$ cat config.mk
export PLATFORM = sky130hd
export DESIGN_NAME = vga_raster_gen
export DESIGN_NICKNAME = d
export VERILOG_FILES = /design/src/rtl/vga_raster_pkg.sv /design/src/rtl/raster_axis.sv /design/src/rtl/axis_phase_decode.sv /design/src/rtl/raster_out_stage.sv /design/src/rtl/vga_raster_gen.sv
export SDC_FILE = /design/constraint.sdc
export NUM_CORES = 1
export LEC_CHECK = 0
export CORE_UTILIZATION = 35
export DETAILED_ROUTE_END_ITERATION = 12
export PLACE_DENSITY = 0.63
export SYNTH_ARGS = -nofsm -noshare
export SYNTH_HDL_FRONTEND = slang
export SYNTH_SLANG_ARGS = --single-unit
$ cat constraint.sdc
create_clock -name clk -period 4.4 [get_ports clk]
set_clock_uncertainty 0.05 [all_clocks]
set_input_delay 0.66 -clock clk [delete_from_list [all_inputs] [get_ports clk]]
set_output_delay 0.66 -clock clk [all_outputs]
set_load 0.01 [all_outputs]
$ cat src/rtl/vga_raster_pkg.sv
package vga_raster_pkg;

   // Phase of one scan axis, in the order it is traversed
   typedef enum logic [1:0] {
      PH_SYNC   = 2'd0,
      PH_BACK   = 2'd1,
      PH_ACTIVE = 2'd2,
      PH_FRONT  = 2'd3
   } scan_phase_e;

   localparam int NUM_CHANNELS = 3;

endpackage

$ cat src/rtl/raster_axis.sv
// One wrapping position counter of the raster (horizontal or vertical).
// cnt_nxt is the value the counter takes at the coming edge.
module raster_axis #(
   parameter int TOTAL = 800,
   parameter int CNT_W = 10
) (
   input  logic             clk,
   input  logic             rst,
   input  logic             step,
   output logic [CNT_W-1:0] cnt_nxt
);

   localparam logic [CNT_W-1:0] LAST = CNT_W'(TOTAL - 1);

   logic [CNT_W-1:0] cnt_q;

   always_comb begin
      if (!step)
         cnt_nxt = cnt_q;
      else if (cnt_q == LAST)
         cnt_nxt = '0;
      else
         cnt_nxt = cnt_q + CNT_W'(1);
   end

   always_ff @(posedge clk) begin
      if (rst)
         cnt_q <= '0;
      else
         cnt_q <= cnt_nxt;
   end

endmodule

$ cat src/rtl/axis_phase_decode.sv
// Maps an axis position to its phase and to a zero-based visible coordinate.
module axis_phase_decode
   import vga_raster_pkg::*;
#(
   parameter int SYNC_LEN = 96,
   parameter int BACK_LEN = 48,
   parameter int ACT_LEN  = 640,
   parameter int CNT_W    = 10,
   parameter int POS_W    = 10
) (
   input  logic [CNT_W-1:0] cnt,
   output scan_phase_e      phase,
   output logic [POS_W-1:0] pos
);

   localparam int ACT_START = SYNC_LEN + BACK_LEN;
   localparam int ACT_END   = ACT_START + ACT_LEN;

   always_comb begin
      if (cnt < CNT_W'(SYNC_LEN))
         phase = PH_SYNC;
      else if (cnt < CNT_W'(ACT_START))
         phase = PH_BACK;
      else if (cnt < CNT_W'(ACT_END))
         phase = PH_ACTIVE;
      else
         phase = PH_FRONT;
   end

   always_comb begin
      if (phase == PH_ACTIVE)
         pos = POS_W'(cnt - CNT_W'(ACT_START));
      else
         pos = '0;
   end

endmodule

$ cat src/rtl/raster_out_stage.sv
// Output register: syncs with polarity, visible flag, coordinates, blanked colour.
module raster_out_stage
   import vga_raster_pkg::*;
#(
   parameter int X_W              = 10,
   parameter int Y_W              = 9,
   parameter int CH_W             = 2,
   parameter bit SYNC_ACTIVE_HIGH = 1'b0
) (
   input  logic                         clk,
   input  logic                         rst,
   input  scan_phase_e                  h_phase,
   input  scan_phase_e                  v_phase,
   input  logic [X_W-1:0]               x_nxt,
   input  logic [Y_W-1:0]               y_nxt,
   input  logic [NUM_CHANNELS*CH_W-1:0] rgb_in,
   output logic                         hsync,
   output logic                         vsync,
   output logic                         active,
   output logic [X_W-1:0]               pix_x,
   output logic [Y_W-1:0]               line_y,
   output logic [NUM_CHANNELS*CH_W-1:0] rgb_out
);

   localparam logic ON_LVL = SYNC_ACTIVE_HIGH ? 1'b1 : 1'b0;

   logic h_in_sync, v_in_sync, act_n;
   logic hs_lvl, vs_lvl;
   logic [NUM_CHANNELS*CH_W-1:0] rgb_gated;

   assign h_in_sync = (h_phase == PH_SYNC);
   assign v_in_sync = (v_phase == PH_SYNC);
   assign act_n     = (h_phase == PH_ACTIVE) && (v_phase == PH_ACTIVE);

   generate
      if (SYNC_ACTIVE_HIGH) begin : g_sync_pos
         assign hs_lvl = h_in_sync;
         assign vs_lvl = v_in_sync;
      end else begin : g_sync_neg
         assign hs_lvl = ~h_in_sync;
         assign vs_lvl = ~v_in_sync;
      end
   endgenerate

   generate
      for (genvar c = 0; c < NUM_CHANNELS; c++) begin : g_ch
         assign rgb_gated[c*CH_W +: CH_W] = act_n ? rgb_in[c*CH_W +: CH_W] : '0;
      end
   endgenerate

   always_ff @(posedge clk) begin
      if (rst) begin
         hsync   <= ON_LVL;
         vsync   <= ON_LVL;
         active  <= 1'b0;
         pix_x   <= '0;
         line_y  <= '0;
         rgb_out <= '0;
      end else begin
         hsync   <= hs_lvl;
         vsync   <= vs_lvl;
         active  <= act_n;
         pix_x   <= x_nxt;
         line_y  <= y_nxt;
         rgb_out <= rgb_gated;
      end
   end

endmodule

$ cat src/rtl/vga_raster_gen.sv
module vga_raster_gen
   import vga_raster_pkg::*;
#(
   parameter int H_SYNC           = 96,
   parameter int H_BACK           = 48,
   parameter int H_ACTIVE         = 640,
   parameter int H_FRONT          = 16,
   parameter int V_SYNC           = 2,
   parameter int V_BACK           = 33,
   parameter int V_ACTIVE         = 480,
   parameter int V_FRONT          = 10,
   parameter int CH_W             = 2,
   parameter bit SYNC_ACTIVE_HIGH = 1'b0,
   parameter int X_W              = (H_ACTIVE > 1) ? $clog2(H_ACTIVE) : 1,
   parameter int Y_W              = (V_ACTIVE > 1) ? $clog2(V_ACTIVE) : 1
) (
   input  logic                         clk,
   input  logic                         rst,
   input  logic [NUM_CHANNELS*CH_W-1:0] rgb_in,
   output logic                         hsync,
   output logic                         vsync,
   output logic                         active,
   output logic [X_W-1:0]               pix_x,
   output logic [Y_W-1:0]               line_y,
   output logic [NUM_CHANNELS*CH_W-1:0] rgb_out
);

   localparam int H_TOTAL = H_SYNC + H_BACK + H_ACTIVE + H_FRONT;
   localparam int V_TOTAL = V_SYNC + V_BACK + V_ACTIVE + V_FRONT;
   localparam int HC_W    = $clog2(H_TOTAL);
   localparam int VC_W    = $clog2(V_TOTAL);

   // Elaboration-time parameter checks
   generate
      if (H_SYNC < 1 || V_SYNC < 1) begin : g_bad_sync
         $error("vga_raster_gen: sync lengths must be at least 1");
      end
      if (H_ACTIVE < 1 || V_ACTIVE < 1) begin : g_bad_act
         $error("vga_raster_gen: visible area must be non-empty");
      end
      if (H_BACK < 0 || H_FRONT < 0 || V_BACK < 0 || V_FRONT < 0) begin : g_bad_porch
         $error("vga_raster_gen: porch lengths must not be negative");
      end
      if (X_W < $clog2(H_ACTIVE) || Y_W < $clog2(V_ACTIVE)) begin : g_bad_pos_w
         $error("vga_raster_gen: coordinate width too small");
      end
      if (CH_W < 1) begin : g_bad_ch
         $error("vga_raster_gen: channel width must be at least 1");
      end
   endgenerate

   logic [HC_W-1:0] h_nxt;
   logic [VC_W-1:0] v_nxt;
   logic            line_wrap;
   scan_phase_e     h_phase, v_phase;
   logic [X_W-1:0]  x_nxt;
   logic [Y_W-1:0]  y_nxt;

   raster_axis #(.TOTAL(H_TOTAL), .CNT_W(HC_W)) h_axis_i (
      .clk     (clk),
      .rst     (rst),
      .step    (1'b1),
      .cnt_nxt (h_nxt)
   );

   // The line counter moves only when the pixel counter wraps to zero
   assign line_wrap = (h_nxt == '0);

   raster_axis #(.TOTAL(V_TOTAL), .CNT_W(VC_W)) v_axis_i (
      .clk     (clk),
      .rst     (rst),
      .step    (line_wrap),
      .cnt_nxt (v_nxt)
   );

   axis_phase_decode #(
      .SYNC_LEN (H_SYNC),
      .BACK_LEN (H_BACK),
      .ACT_LEN  (H_ACTIVE),
      .CNT_W    (HC_W),
      .POS_W    (X_W)
   ) h_dec_i (
      .cnt   (h_nxt),
      .phase (h_phase),
      .pos   (x_nxt)
   );

   axis_phase_decode #(
      .SYNC_LEN (V_SYNC),
      .BACK_LEN (V_BACK),
      .ACT_LEN  (V_ACTIVE),
      .CNT_W    (VC_W),
      .POS_W    (Y_W)
   ) v_dec_i (
      .cnt   (v_nxt),
      .phase (v_phase),
      .pos   (y_nxt)
   );

   raster_out_stage #(
      .X_W              (X_W),
      .Y_W              (Y_W),
      .CH_W             (CH_W),
      .SYNC_ACTIVE_HIGH (SYNC_ACTIVE_HIGH)
   ) out_i (
      .clk     (clk),
      .rst     (rst),
      .h_phase (h_phase),
      .v_phase (v_phase),
      .x_nxt   (x_nxt),
      .y_nxt   (y_nxt),
      .rgb_in  (rgb_in),
      .hsync   (hsync),
      .vsync   (vsync),
      .active  (active),
      .pix_x   (pix_x),
      .line_y  (line_y),
      .rgb_out (rgb_out)
   );

endmodule

==> metrics list, run 1 <==
- Of the total synthesized cell area, the portion taken by AND, OR, NAND and NOR gates is 0.257.
* Crit Path Max Fanout: 9
- Horiz. Die Dim: 83.9 microns
* Filler cell count in the final layout: 619
* Total non-filler cell area in the finished layout: 0.00295 sq mm
* Total I/O pin count: 36
* Residual DRC count: 4
- The number of antenna violations at the first check in global routing is 0.
- Dpl cell area: 0.00282 sq mm
- The core region is 0.00642 sq mm.
- Among all flip-flop cells after synthesis, the most frequent one is sky130_fd_sc_hd__dfxtp_1.
* Total routing resource utilization after global routing: 0.153
- Remaining global-route overflow: 0
- Post-route core utilization: 0.459
- Routed length per instance: 12.9 microns
* Area of the multi-input gates: 0.00131 sq mm
- Power, Total: 741 uW
- Clock latency on the worst-skew pair, taken at its later pin, is 0.30 ns.
- The most critical setup path has its startpoint at h_axis_i.cnt_q[9].
- Final antenna diode count: 0
- Clock-pin slew was measured on the worst setup and hold paths at 0.08 ns.
* Gate Count Post-Synth: 264
- Library cell used as clock root buffer: sky130_fd_sc_hd__clkbuf_8
- Prior to clock tree synthesis, the placed netlist has a worst setup slack of 0.0745 ns.
* Final-report hold violation count: 0
- Vias/cell: 5.12
* Setup crit start kind: flip-flop
* Port buffer count: 35
- Reg-to-reg setup timing slack: 0.25 ns
- Half-perimeter wire length after detailed placement: 3670 microns
- TritonRoute pass-1 iters: 8
- Largest net degree at the start of global routing: 25
* Classification of the worst setup path: flip-flop to flip-flop
- Synth Net Count: 278
* Die span in y: 83.9 microns
* Cell leakage power: 1.11 nW
- Cell types with the largest area share after synthesis: sky130_fd_sc_hd__dfxtp_1 (41%), sky130_fd_sc_hd__nor2_1 (6.9%), sky130_fd_sc_hd__o21ai_0 (3.8%)
- Die area: 0.00704 sq mm
- Share of cells above drive strength 1: 0.143
- After synthesis, the share of flip-flops with an asynchronous set or reset is 0.
- Number of global-route vias before repair: 1941
- After synthesis, the largest family of logic cells by area is simple AND/OR/NAND/NOR gates.
- In this run the most critical hold path is launched from h_axis_i.cnt_q[0].
- Growth of design area from synthesis to finish: 25.6%
- Post-synthesis share of cell area spent on full adders, half adders and majority gates: 0.0320
* Peak Freq: 0.241 GHz
- Worst hold slack after final layout: 0.439 ns
- sky130_fd_sc_hd__dfxtp_1 takes more of the synthesized area than any other cell.
- After synthesis, the netlist uses 50 different library cells.
* Clock sink total: 48
- Setup violations remaining at the end of the flow were counted as 0.
- The flow ran to the end, but the final reports show violations.
* Share of the cycle needed by the critical path after routing: 0.944
- In this run the core area contains 29 standard-cell rows.
* Area used by sequential logic in the layout: 963 sq um
- The top cell types in the final layout, fill and taps aside, are sky130_fd_sc_hd__dfxtp_1 (46), sky130_fd_sc_hd__nor2_1 (43), sky130_fd_sc_hd__clkdlybuf4s50_1 (35), sky130_fd_sc_hd__o21ai_0 (15), sky130_fd_sc_hd__buf_4 (13).
- Global-route wire length before repair: 8750 microns
* First DRT Iteration DRCs: 89
- Power per Cell Area: 251 mW/mm^2
- Final weighted congestion in routability-driven placement: 0.914
* Startpoint of the worst-slack reg-to-reg timing path: h_axis_i.cnt_q[9]
- Num CTS Buffers: 5
- Synthesis inferred 48 register bits.
* WP data arrival: 4.33 ns
* Clock tree from TritonCTS: done
- Violations in the final reports: DRC
* Number of hold buffers added after cts: 0
* Final worst-path setup slack: 0.249 ns
- In this run the mean area of a mapped cell was 8.90 sq um.
- The tool flagged a number of max-cap violations equal to 0.
* Synthesis warning total: 0
- Max-slew violations: 0
- After synthesis, the share of cell area in mux cells is 0.0139.
- Summed over all layers, the routed wires come to 4960 microns.
- Leaving out fill and tap cells, the most frequent cell in the layout is sky130_fd_sc_hd__dfxtp_1.
- The min-delay analysis places its worst path in the category flip-flop to flip-flop.
* Critical Path Sink Type: flip-flop
* Via Count: 1972
- Post-synthesis xor/xnor area fraction: 0.0671
* Total Nets Final: 321
* Maximum VDD drop: 204 uV
- Worst relative slew slack: 0.501
- Effective utilization at floorplan: 0.366
* Post-route minimum period: 4.15 ns
- The mapped netlist covers 0.00235 sq mm.
- The synthesized design contains 0 enable-type register cells.
- The H-tree was split into 2 levels.
* Final antenna-violating net count: 0
- Data required time of the critical path: 4.58 ns
- At the pin with the least slew margin, the transition time is 0.742 ns.
- In this run the deepest clock path goes through 2 buffers.
- Share of the synthesized area in compound gates (AO/OA/AOI/OAI): 0.175
- The share of synthesized area in the top cell type comes to 0.409.
* Seq/Total Area, Yosys: 0.409
-- cell type report --
type / instances / area share
well taps: 77 / 0.0327
flip-flops and latches: 48 / 0.327
multi-input cells: 194 / 0.445
inverters: 10 / 0.0127
clock buffers: 6 / 0.0280
clock inverters: 2 / 0.00339
repair buffers: 48 / 0.152
-- stage by stage --
stage / cells / TNS [ns]
6_report: 385 / 0
5_1_grt: 385 / -0.0170
4_1_cts: 384 / 0
3_5_place_dp: 376 / 0
3_3_place_gp: 376 / 0
2_1_floorplan: 264 / 0
-- where the power goes --
group | internal, mW | switching (mW) | total [mW]
clock network | 0.126 | 0.142 | 0.268
registers | 0.437 | 0.00407 | 0.441
logic | 0.0151 | 0.0164 | 0.0314
total | 0.578 | 0.163 | 0.741
-- layer usage --
| metal | track usage | wire length, microns |
|---|---|---|
| met1 | 0.187 | 2320 |
| met3 | 0.0336 | 188 |
| met5 | 0 | 0 |
| met2 | 0.262 | 2370 |
| met4 | 0.0580 | 84 |
-- worst max-delay path, stage by stage, from the launching register on --
cell and delay [ns]:
sky130_fd_sc_hd__dfxtp_1 0.45, sky130_fd_sc_hd__or4b_4 0.55, sky130_fd_sc_hd__o21ai_1 0.19, sky130_fd_sc_hd__ha_2 0.24, sky130_fd_sc_hd__inv_1 0.07, sky130_fd_sc_hd__a2111oi_1 0.35, sky130_fd_sc_hd__a211o_1 0.21, sky130_fd_sc_hd__o211ai_4 0.09
sky130_fd_sc_hd__or2_1 0.30, sky130_fd_sc_hd__o21ai_1 0.19, sky130_fd_sc_hd__ha_2 0.24, sky130_fd_sc_hd__nor2_1 0.05, sky130_fd_sc_hd__mux2_2 0.28, sky130_fd_sc_hd__o311ai_4 0.09, sky130_fd_sc_hd__nand3_2 0.16, sky130_fd_sc_hd__a211o_4 0.41
sky130_fd_sc_hd__nor3b_2 0.18
-- flip-flops by register name, indices dropped and copies added (netlist names) --
name and cells:
out_i.hsync 1, out_i.active 1, out_i.vsync 1, v_axis_i.cnt_q 10, h_axis_i.cnt_q 10, out_i.rgb_out 6
out_i.line_y 9, out_i.pix_x 10
-- synth_stat cells (2+ instances only) --
master                      count
sky130_fd_sc_hd__a211o_1        2
sky130_fd_sc_hd__a21boi_0       2
sky130_fd_sc_hd__a21o_1         2
sky130_fd_sc_hd__a21oi_1        7
sky130_fd_sc_hd__a31oi_1        2
sky130_fd_sc_hd__and2_1         6
sky130_fd_sc_hd__and3_1         5
sky130_fd_sc_hd__and4_1         3
sky130_fd_sc_hd__buf_6          3
sky130_fd_sc_hd__clkbuf_1       8
sky130_fd_sc_hd__dfxtp_1       48
sky130_fd_sc_hd__ha_1           6
sky130_fd_sc_hd__inv_1         10
sky130_fd_sc_hd__mux2_2         2
sky130_fd_sc_hd__nand2_1       10
sky130_fd_sc_hd__nand2b_1       3
sky130_fd_sc_hd__nand3_1       12
sky130_fd_sc_hd__nand4_1        5
sky130_fd_sc_hd__nor2_1        43
sky130_fd_sc_hd__nor2b_1        7
sky130_fd_sc_hd__nor3_1         7
sky130_fd_sc_hd__o2111ai_1      4
sky130_fd_sc_hd__o21ai_0       18
sky130_fd_sc_hd__o31a_1         2
sky130_fd_sc_hd__o31ai_1        2
sky130_fd_sc_hd__or2_2          3
sky130_fd_sc_hd__or3_1          3
sky130_fd_sc_hd__xnor2_1       10
sky130_fd_sc_hd__xor2_1         8
-- what timing repair did --
action                                  CTS  global route
endpoints found under the setup margin    0            16
setup buffers                             0             1
resized for setup                         0            12
-- path summary, 6_finish.rpt --
kind / end / cells after the start
setup / recovery: out_i.line_y[8] / 16
hold / removal: h_axis_i.cnt_q[0] / 1
setup reg to reg: out_i.line_y[8] / 16
hold reg to reg: h_axis_i.cnt_q[0] / 1
-- kinds of logic (layout without fill, tap and decap cells) --
| logic type | after synthesis | after routing |
|---|---|---|
| simple gates | 115 | 115 |
| compound gates | 52 | 52 |
| flops | 48 | 48 |
| buf+inv | 22 | 66 |
| xor+xnor | 18 | 18 |
| fa+ha+maj | 6 | 6 |
| mux | 3 | 3 |
No activity file was read; power rests on OpenSTA's default activity.
==> run 2: changes to the inputs <==
--- a/config.mk
+++ b/config.mk
@@ -5,9 +5,9 @@
 export SDC_FILE = /design/constraint.sdc
 export NUM_CORES = 1
 export LEC_CHECK = 0
-export CORE_UTILIZATION = 35
+export CORE_UTILIZATION = 40
 export DETAILED_ROUTE_END_ITERATION = 12
-export PLACE_DENSITY = 0.63
+export PLACE_DENSITY = 0.7
 export SYNTH_ARGS = -nofsm -noshare
 export SYNTH_HDL_FRONTEND = slang
 export SYNTH_SLANG_ARGS = --single-unit
==> metrics list, run 2 (synthesis gave the netlist of run 1 again) <==
- Die area: 0.00618 sq mm
- The first detailed-routing pass took 4 iterations.
- Vias/cell: 5.33
* Area of the placeable core: 0.00557 sq mm
- Setup total negative slack: 0 ns
- Effective utilization at floorplan: 0.421
- In this run the power density over the cells is 251 mW/mm^2.
- The flow ran to the end, and the final reports show no timing, DRC or antenna violations.
- Max-cap violations: 0
- At the worst endpoint, the required time is 4.58 ns.
- Final antenna-violating net count: 0
- Number of antenna violations at the first check in global routing: 0
- The repair_antennas step left the layout with diodes totalling 0.
- Input and output buffers added on the ports amount to 35.
- Max clock buf depth: 2
- Setup crit start kind: flip-flop
- H-tree depth: 2
- Top flop regs: h_axis_i.cnt_q x10, out_i.pix_x x10, v_axis_i.cnt_q x10
- Clock-pin slew was measured on the worst setup and hold paths at 0.08 ns.
* Startpoint of the worst-slack reg-to-reg timing path: h_axis_i.cnt_q[9]
* Filler cell count in the final layout: 556
- Reg2Reg Depth: 16
- The sequential cells in the finished layout cover a total of 963 sq um.
- The number of max-slew violations in the final report was 0.
- Growth of design area from synthesis to finish: 25.9%
* Worst reg2reg endpoint: out_i.line_y[8]
* Share of cells above drive strength 1: 0.156
- Leaving out fill and tap cells, the most frequent cell in the layout is sky130_fd_sc_hd__dfxtp_1.
* Peak Freq: 0.241 GHz
- The via count of the first global-routing pass came to 1872.
* Total non-filler cell area in the finished layout: 0.00296 sq mm
* Critical Path Sink Type: flip-flop
- The final route contains 2025 vias.
* Classification of the worst setup path: flip-flop to flip-flop
- Library cell used as clock root buffer: sky130_fd_sc_hd__clkbuf_8
* Maximum VDD drop: 134 uV
- In the routed design, unresolved DRC markers number 0.
- Number of hold buffers added after cts: 0
* Global-route wire length before repair: 8600 microns
- In the final layout, the multi-input gates occupy 0.00133 sq mm.
- Remaining global-route overflow: 0
* WP data arrival: 4.33 ns
* Num CTS Buffers: 5
- Final number of setup-violating endpoints: 0
* Final weighted congestion in routability-driven placement: 0.875
- The die is 78.6 microns wide.
- Half-perimeter wire length after detailed placement: 3670 microns
* Dpl cell area: 0.00281 sq mm
- Die span in y: 78.6 microns
- The floorplan has 27 rows.
- The later pin in the worst-skew pair is clocked with a latency of 0.30 ns.
- Across all register-to-register paths, the minimum setup slack is 0.26 ns.
- Clock sink total: 48
- The worst hold path terminates at h_axis_i.cnt_q[0].
- The startpoint identified for the worst hold timing path is h_axis_i.cnt_q[0].
- Worst Max-Slew Pin Slew: 0.753 ns
- After layout, the minimum clock period comes to 4.14 ns.
- Total routing resource utilization after global routing: 0.175
- Entering global routing, the biggest net connects 25 pins.
- Along the worst hold path, the cell count comes to 1.
* Power, Total: 742 uW
* Clock tree from TritonCTS: done
- Leading cell types in the layout, fill and taps excluded: sky130_fd_sc_hd__dfxtp_1 (46), sky130_fd_sc_hd__nor2_1 (43), sky130_fd_sc_hd__clkdlybuf4s50_1 (35), sky130_fd_sc_hd__o21ai_0 (15), sky130_fd_sc_hd__buf_4 (13)
- Worst relative slew slack: 0.494
- The min-delay analysis places its worst path in the category flip-flop to flip-flop.
- RSZ-0062 raised after global routing: no
- In this run the worst path has a maximum fanout of 9.
- 36 I/O pins were placed.
* Overall routed net length: 5110 microns
- Of the available clock period, the critical path in the final layout requires 0.942.
- Routed length per instance: 13.5 microns
- Final-report hold violation count: 0
- For this block, the initial DRC count from the detailed router was 109.
- Total Nets Final: 321
- Cell leakage power: 1.12 nW
==> run 2: critical path, cell delays in order, from the launching register on <==
cell,delay [ns]
sky130_fd_sc_hd__dfxtp_1,0.44
sky130_fd_sc_hd__or4b_4,0.55
sky130_fd_sc_hd__o21ai_1,0.19
sky130_fd_sc_hd__ha_2,0.24
sky130_fd_sc_hd__inv_1,0.08
sky130_fd_sc_hd__a2111oi_2,0.34
sky130_fd_sc_hd__a211o_1,0.20
sky130_fd_sc_hd__o211ai_4,0.08
sky130_fd_sc_hd__or2_1,0.31
sky130_fd_sc_hd__o21ai_2,0.18
sky130_fd_sc_hd__ha_2,0.24
sky130_fd_sc_hd__nor2_1,0.05
sky130_fd_sc_hd__mux2_2,0.28
sky130_fd_sc_hd__o311ai_4,0.09
sky130_fd_sc_hd__nand3_2,0.16
sky130_fd_sc_hd__a211o_4,0.41
sky130_fd_sc_hd__nor3b_2,0.19
==> run 2: layout make-up <==
type,instances,area share
clock buffer,6,0.0279
clock inverter,2,0.00339
inverter,10,0.0127
multi-input combinational,194,0.448
sequential,48,0.326
tap,72,0.0305
timing repair buffer,48,0.152
==> run 2: where the power goes <==
part	internal (mW)	total [mW]	switching, mW
Sequential	0.437	0.442	0.00436
Combinational	0.0153	0.0318	0.0165
Clock	0.126	0.268	0.143
Total	0.578	0.742	0.164
==> run 2: timing repair <==
action                                  4_1_cts  5_1_grt
resized for setup                             4       12
endpoints found under the setup margin       15       16
endpoints found under the hold margin         0        0
buffers inserted                              0        1
pin swaps                                     0        1
==> run 2: how the worst max path moves through the flow <==
stage | startpoint | end | slack, ns
floorplan | h_axis_i.cnt_q[0] | out_i.line_y[8] | 0.06
global placement | h_axis_i.cnt_q[0] | out_i.line_y[8] | 0.25
detailed placement | h_axis_i.cnt_q[0] | out_i.line_y[8] | -0.05
CTS | h_axis_i.cnt_q[0] | out_i.line_y[8] | 0.05
global route | h_axis_i.cnt_q[0] | out_i.line_y[8] | 0.03
finish | h_axis_i.cnt_q[9] | out_i.line_y[8] | 0.26
==> run 2: through the flow <==
step / hold WS [ns] / setup WS (ns) / std cells / util
after floorplan: 0.450 / 0.0622 / 264 / -
after global placement: 0.466 / 0.252 / 371 / 0.504
after detailed placement: 0.498 / -0.0538 / 371 / 0.504
after CTS: 0.514 / 0.0468 / 379 / 0.521
after global routing: 0.483 / 0.0271 / 380 / 0.530
final: 0.436 / 0.257 / 380 / 0.530
==> run 2: layer usage <==
metal / GRT usage / wire length (microns) / vias up
li1: - / - / 1005
met2: 0.303 / 2590 / 44
met3: 0.0384 / 197 / 9
met1: 0.210 / 2250 / 967
met5: 0 / 0 / -
met4: 0.0667 / 74 / 0
==> run 3: changes to the inputs <==
--- a/config.mk
+++ b/config.mk
@@ -5,9 +5,10 @@
 export SDC_FILE = /design/constraint.sdc
 export NUM_CORES = 1
 export LEC_CHECK = 0
-export CORE_UTILIZATION = 40
+export CORE_UTILIZATION = 48
 export DETAILED_ROUTE_END_ITERATION = 12
-export PLACE_DENSITY = 0.7
+export PLACE_DENSITY = 0.8
+export SKIP_CTS_REPAIR_TIMING = 1
 export SYNTH_ARGS = -nofsm -noshare
 export SYNTH_HDL_FRONTEND = slang
 export SYNTH_SLANG_ARGS = --single-unit
==> metrics list, run 3 (synthesis gave the netlist of run 1 again) <==
- In this run the standard cell core region covers 0.00472 sq mm.
- Number of antenna violations at the first check in global routing: 0
- After detailed routing, the met2 layer carries 2460 microns of wire.
- Setup crit start kind: flip-flop
* Top flop regs: h_axis_i.cnt_q x10, out_i.pix_x x10, v_axis_i.cnt_q x10
- The H-tree was split into 2 levels.
* Cells traversed along the worst timing path: or4b_4, o21ai_1, ha_2, inv_1, a2111oi_2, a211o_1, o211ai_4, or2_1, o21ai_2, ha_2, nor2_1, mux2_2, o311ai_4, nand3_2, a211o_4, nor3b_2
* First DRT Iteration DRCs: 131
* Peak Freq: 0.239 GHz
* TritonRoute pass-1 iters: 4
- Final number of setup-violating endpoints: 0
- The library cell used most frequently in the layout, excluding fill and tap cells, is sky130_fd_sc_hd__dfxtp_1.
* Met1 routed wirelength after detailed routing: 2010 microns
* Max-cap violations: 0
- Internal: 580 uW
* Final-report hold violation count: 0
- The wire-length estimate of the detail-placed layout is 3370 microns.
- Source-to-sink clock delay at the later pin of the worst-skew pair: 0.29 ns
* Area of the multi-input gates: 0.00132 sq mm
- In this run the power density over the cells is 251 mW/mm^2.
* Number of buffer and inverter stages on the critical path: 1
* Vias/cell: 5.26
* Result of the run: completed
- The worst pin sits at a relative slew slack of 0.540.
- Library cell appearing most often on the critical path: sky130_fd_sc_hd__ha_2
- Critical Path Sink Type: flip-flop
- Share of total power consumed by net switching: 0.212
- Routed wire length on met3: 185 microns
- In this run the vertical extent of the chip is 71.9 microns.
- Summed over all nets, the switching power comes to 156 uW.
- Highest-delay cell along the critical path: sky130_fd_sc_hd__or4b_4
* Share of cells above drive strength 1: 0.134
* Crit Path Max Fanout: 9
- Via Count: 1957
* Effective utilization at floorplan: 0.497
- The share of total power dissipated in the clock network is 0.357.
* Sequential Power Share: 0.600
- Overall routed net length: 4720 microns
- The via count of the first global-routing pass came to 1728.
- 0 antenna diodes ended up in the layout.
* Classification of the worst setup path: flip-flop to flip-flop
* Port buffer count: 35
- In the finished design, the share of the clock period the worst path needs comes to 0.951.
- Library cell used as clock root buffer: sky130_fd_sc_hd__clkbuf_8
- The kind of cell with the highest combined delay along the critical path is compound AO/OA/AOI/OAI gates.
- Clock tree from TritonCTS: done
* Leading cell types in the layout, fill and taps excluded: sky130_fd_sc_hd__dfxtp_1 (47), sky130_fd_sc_hd__nor2_1 (43), sky130_fd_sc_hd__clkdlybuf4s50_1 (35), sky130_fd_sc_hd__o21ai_0 (15), sky130_fd_sc_hd__nand3_1 (11)
- Across the whole layout, storage elements account for 962 sq um.
* Total Nets Final: 318
- Data on the critical path is required at its endpoint by 4.58 ns.
- On the final layout, the worst hold slack is 0.435 ns.
- In the final timing run, aggregate negative setup slack is 0 ns.
* Growth of design area from synthesis to finish: 24.5%
- Maximum VDD drop: 184 uV
- Global-route wire length before repair: 7590 microns
* Clk pin slew, worst setup/hold paths: 0.08 ns
- Residual DRC count: 0
* Filler cell count in the final layout: 389
- Clock tree synthesis inserted a total of 5 buffers.
- Remaining global-route overflow: 0
* Worst Max-Slew Pin Slew: 0.685 ns
* Post-route minimum period: 4.19 ns
* WP data arrival: 4.36 ns
- The number of max-slew violations in the final report is 0.
- The floorplan step defined a die boundary enclosing 0.00518 sq mm.
* Routed length per instance: 12.7 microns
- For this design the static power due to leakage is 1.10 nW.
* Largest net degree at the start of global routing: 25
- Clock sink total: 48
* Final antenna-violating net count: 0
- The share of total power dissipated in combinational logic is 0.043.
- The clock passes through at most 2 buffers.
- For this run, the total global-route usage over all layers was measured as 0.189.
- In this run the worst hold path is classified as flip-flop to flip-flop.
- Peak per-stage delay on the critical path: 0.63 ns
- During I/O placement, the number of pins put on the boundary was 36.
- Horiz. Die Dim: 71.9 microns
* Highest metal layer with signal wires: met4
- Row generation in the floorplan step produced 25 rows.
- At the end of routability-driven placement, the weighted congestion stood at 0.908.
## run 3: cell count changes in the layout (fill, tap and decap cells not counted), sizes merged
cell / delta
buf: -3
clkinv: -2
clkinvlp: +1
clkbuf: +1
## run 3: layout make-up
type / instances / share of cell area
Sequential cell: 48 / 0.329
Multi-Input combinational cell: 194 / 0.452
Clock inverter: 1 / 0.00257
Clock buffer: 7 / 0.0295
Timing Repair Buffer: 45 / 0.145
Inverter: 10 / 0.0128
Tap cell: 67 / 0.0287
## run 3: per-stage QoR
step,worst slack (ns),instances,power [mW],util,instance area [sq um]
6_report,0.214,372,0.735,0.619,2920
5_1_grt,-0.00688,372,0.763,0.619,2920
4_1_cts,-0.105,371,0.744,0.609,2880
3_5_place_dp,-0.0593,363,0.482,0.589,2780
3_3_place_gp,0.153,363,0.481,0.589,2780
2_1_floorplan,0.0622,264,0.468,-,2350
## run 3: final timing paths
check                      end               from  cells after the start  slack, ns
min          h_axis_i.cnt_q[0]  h_axis_i.cnt_q[0]                      1       0.44
max            out_i.line_y[8]  h_axis_i.cnt_q[5]                     16       0.21
max reg2reg    out_i.line_y[8]  h_axis_i.cnt_q[5]                     16       0.21
min reg2reg  h_axis_i.cnt_q[0]  h_axis_i.cnt_q[0]                      1       0.44
## run 3: worst reg2reg max path, delay by kind of cell (launching register included)
| kind | cells | cell delay (ns) |
|---|---|---|
| AO/OA/AOI/OAI | 7 | 1.51 |
| flip-flops | 1 | 0.41 |
| AND/OR/NAND/NOR | 5 | 1.31 |
| buffers and inverters | 1 | 0.08 |
| multiplexers | 1 | 0.28 |
| adder cells (fa/ha/maj) | 2 | 0.48 |
## run 3: routing by layer
layer / GRT usage / vias up
met2: 0.348 / 48
met1: 0.214 / 906
met5: 0 / -
met3: 0.0458 / 6
met4: 0.0654 / 0
li1: - / 997
## run 3: power by group through the flow
| stage | logic, mW | clock network, mW | registers [mW] |
|---|---|---|---|
| 2_1_floorplan | 0.0178 | 0 | 0.450 |
| 3_3_place_gp | 0.0300 | 0 | 0.451 |
| 3_5_place_dp | 0.0303 | 0 | 0.451 |
| 4_1_cts | 0.0305 | 0.272 | 0.441 |
| 5_1_grt | 0.0349 | 0.286 | 0.442 |
| 6_report | 0.0316 | 0.262 | 0.441 |
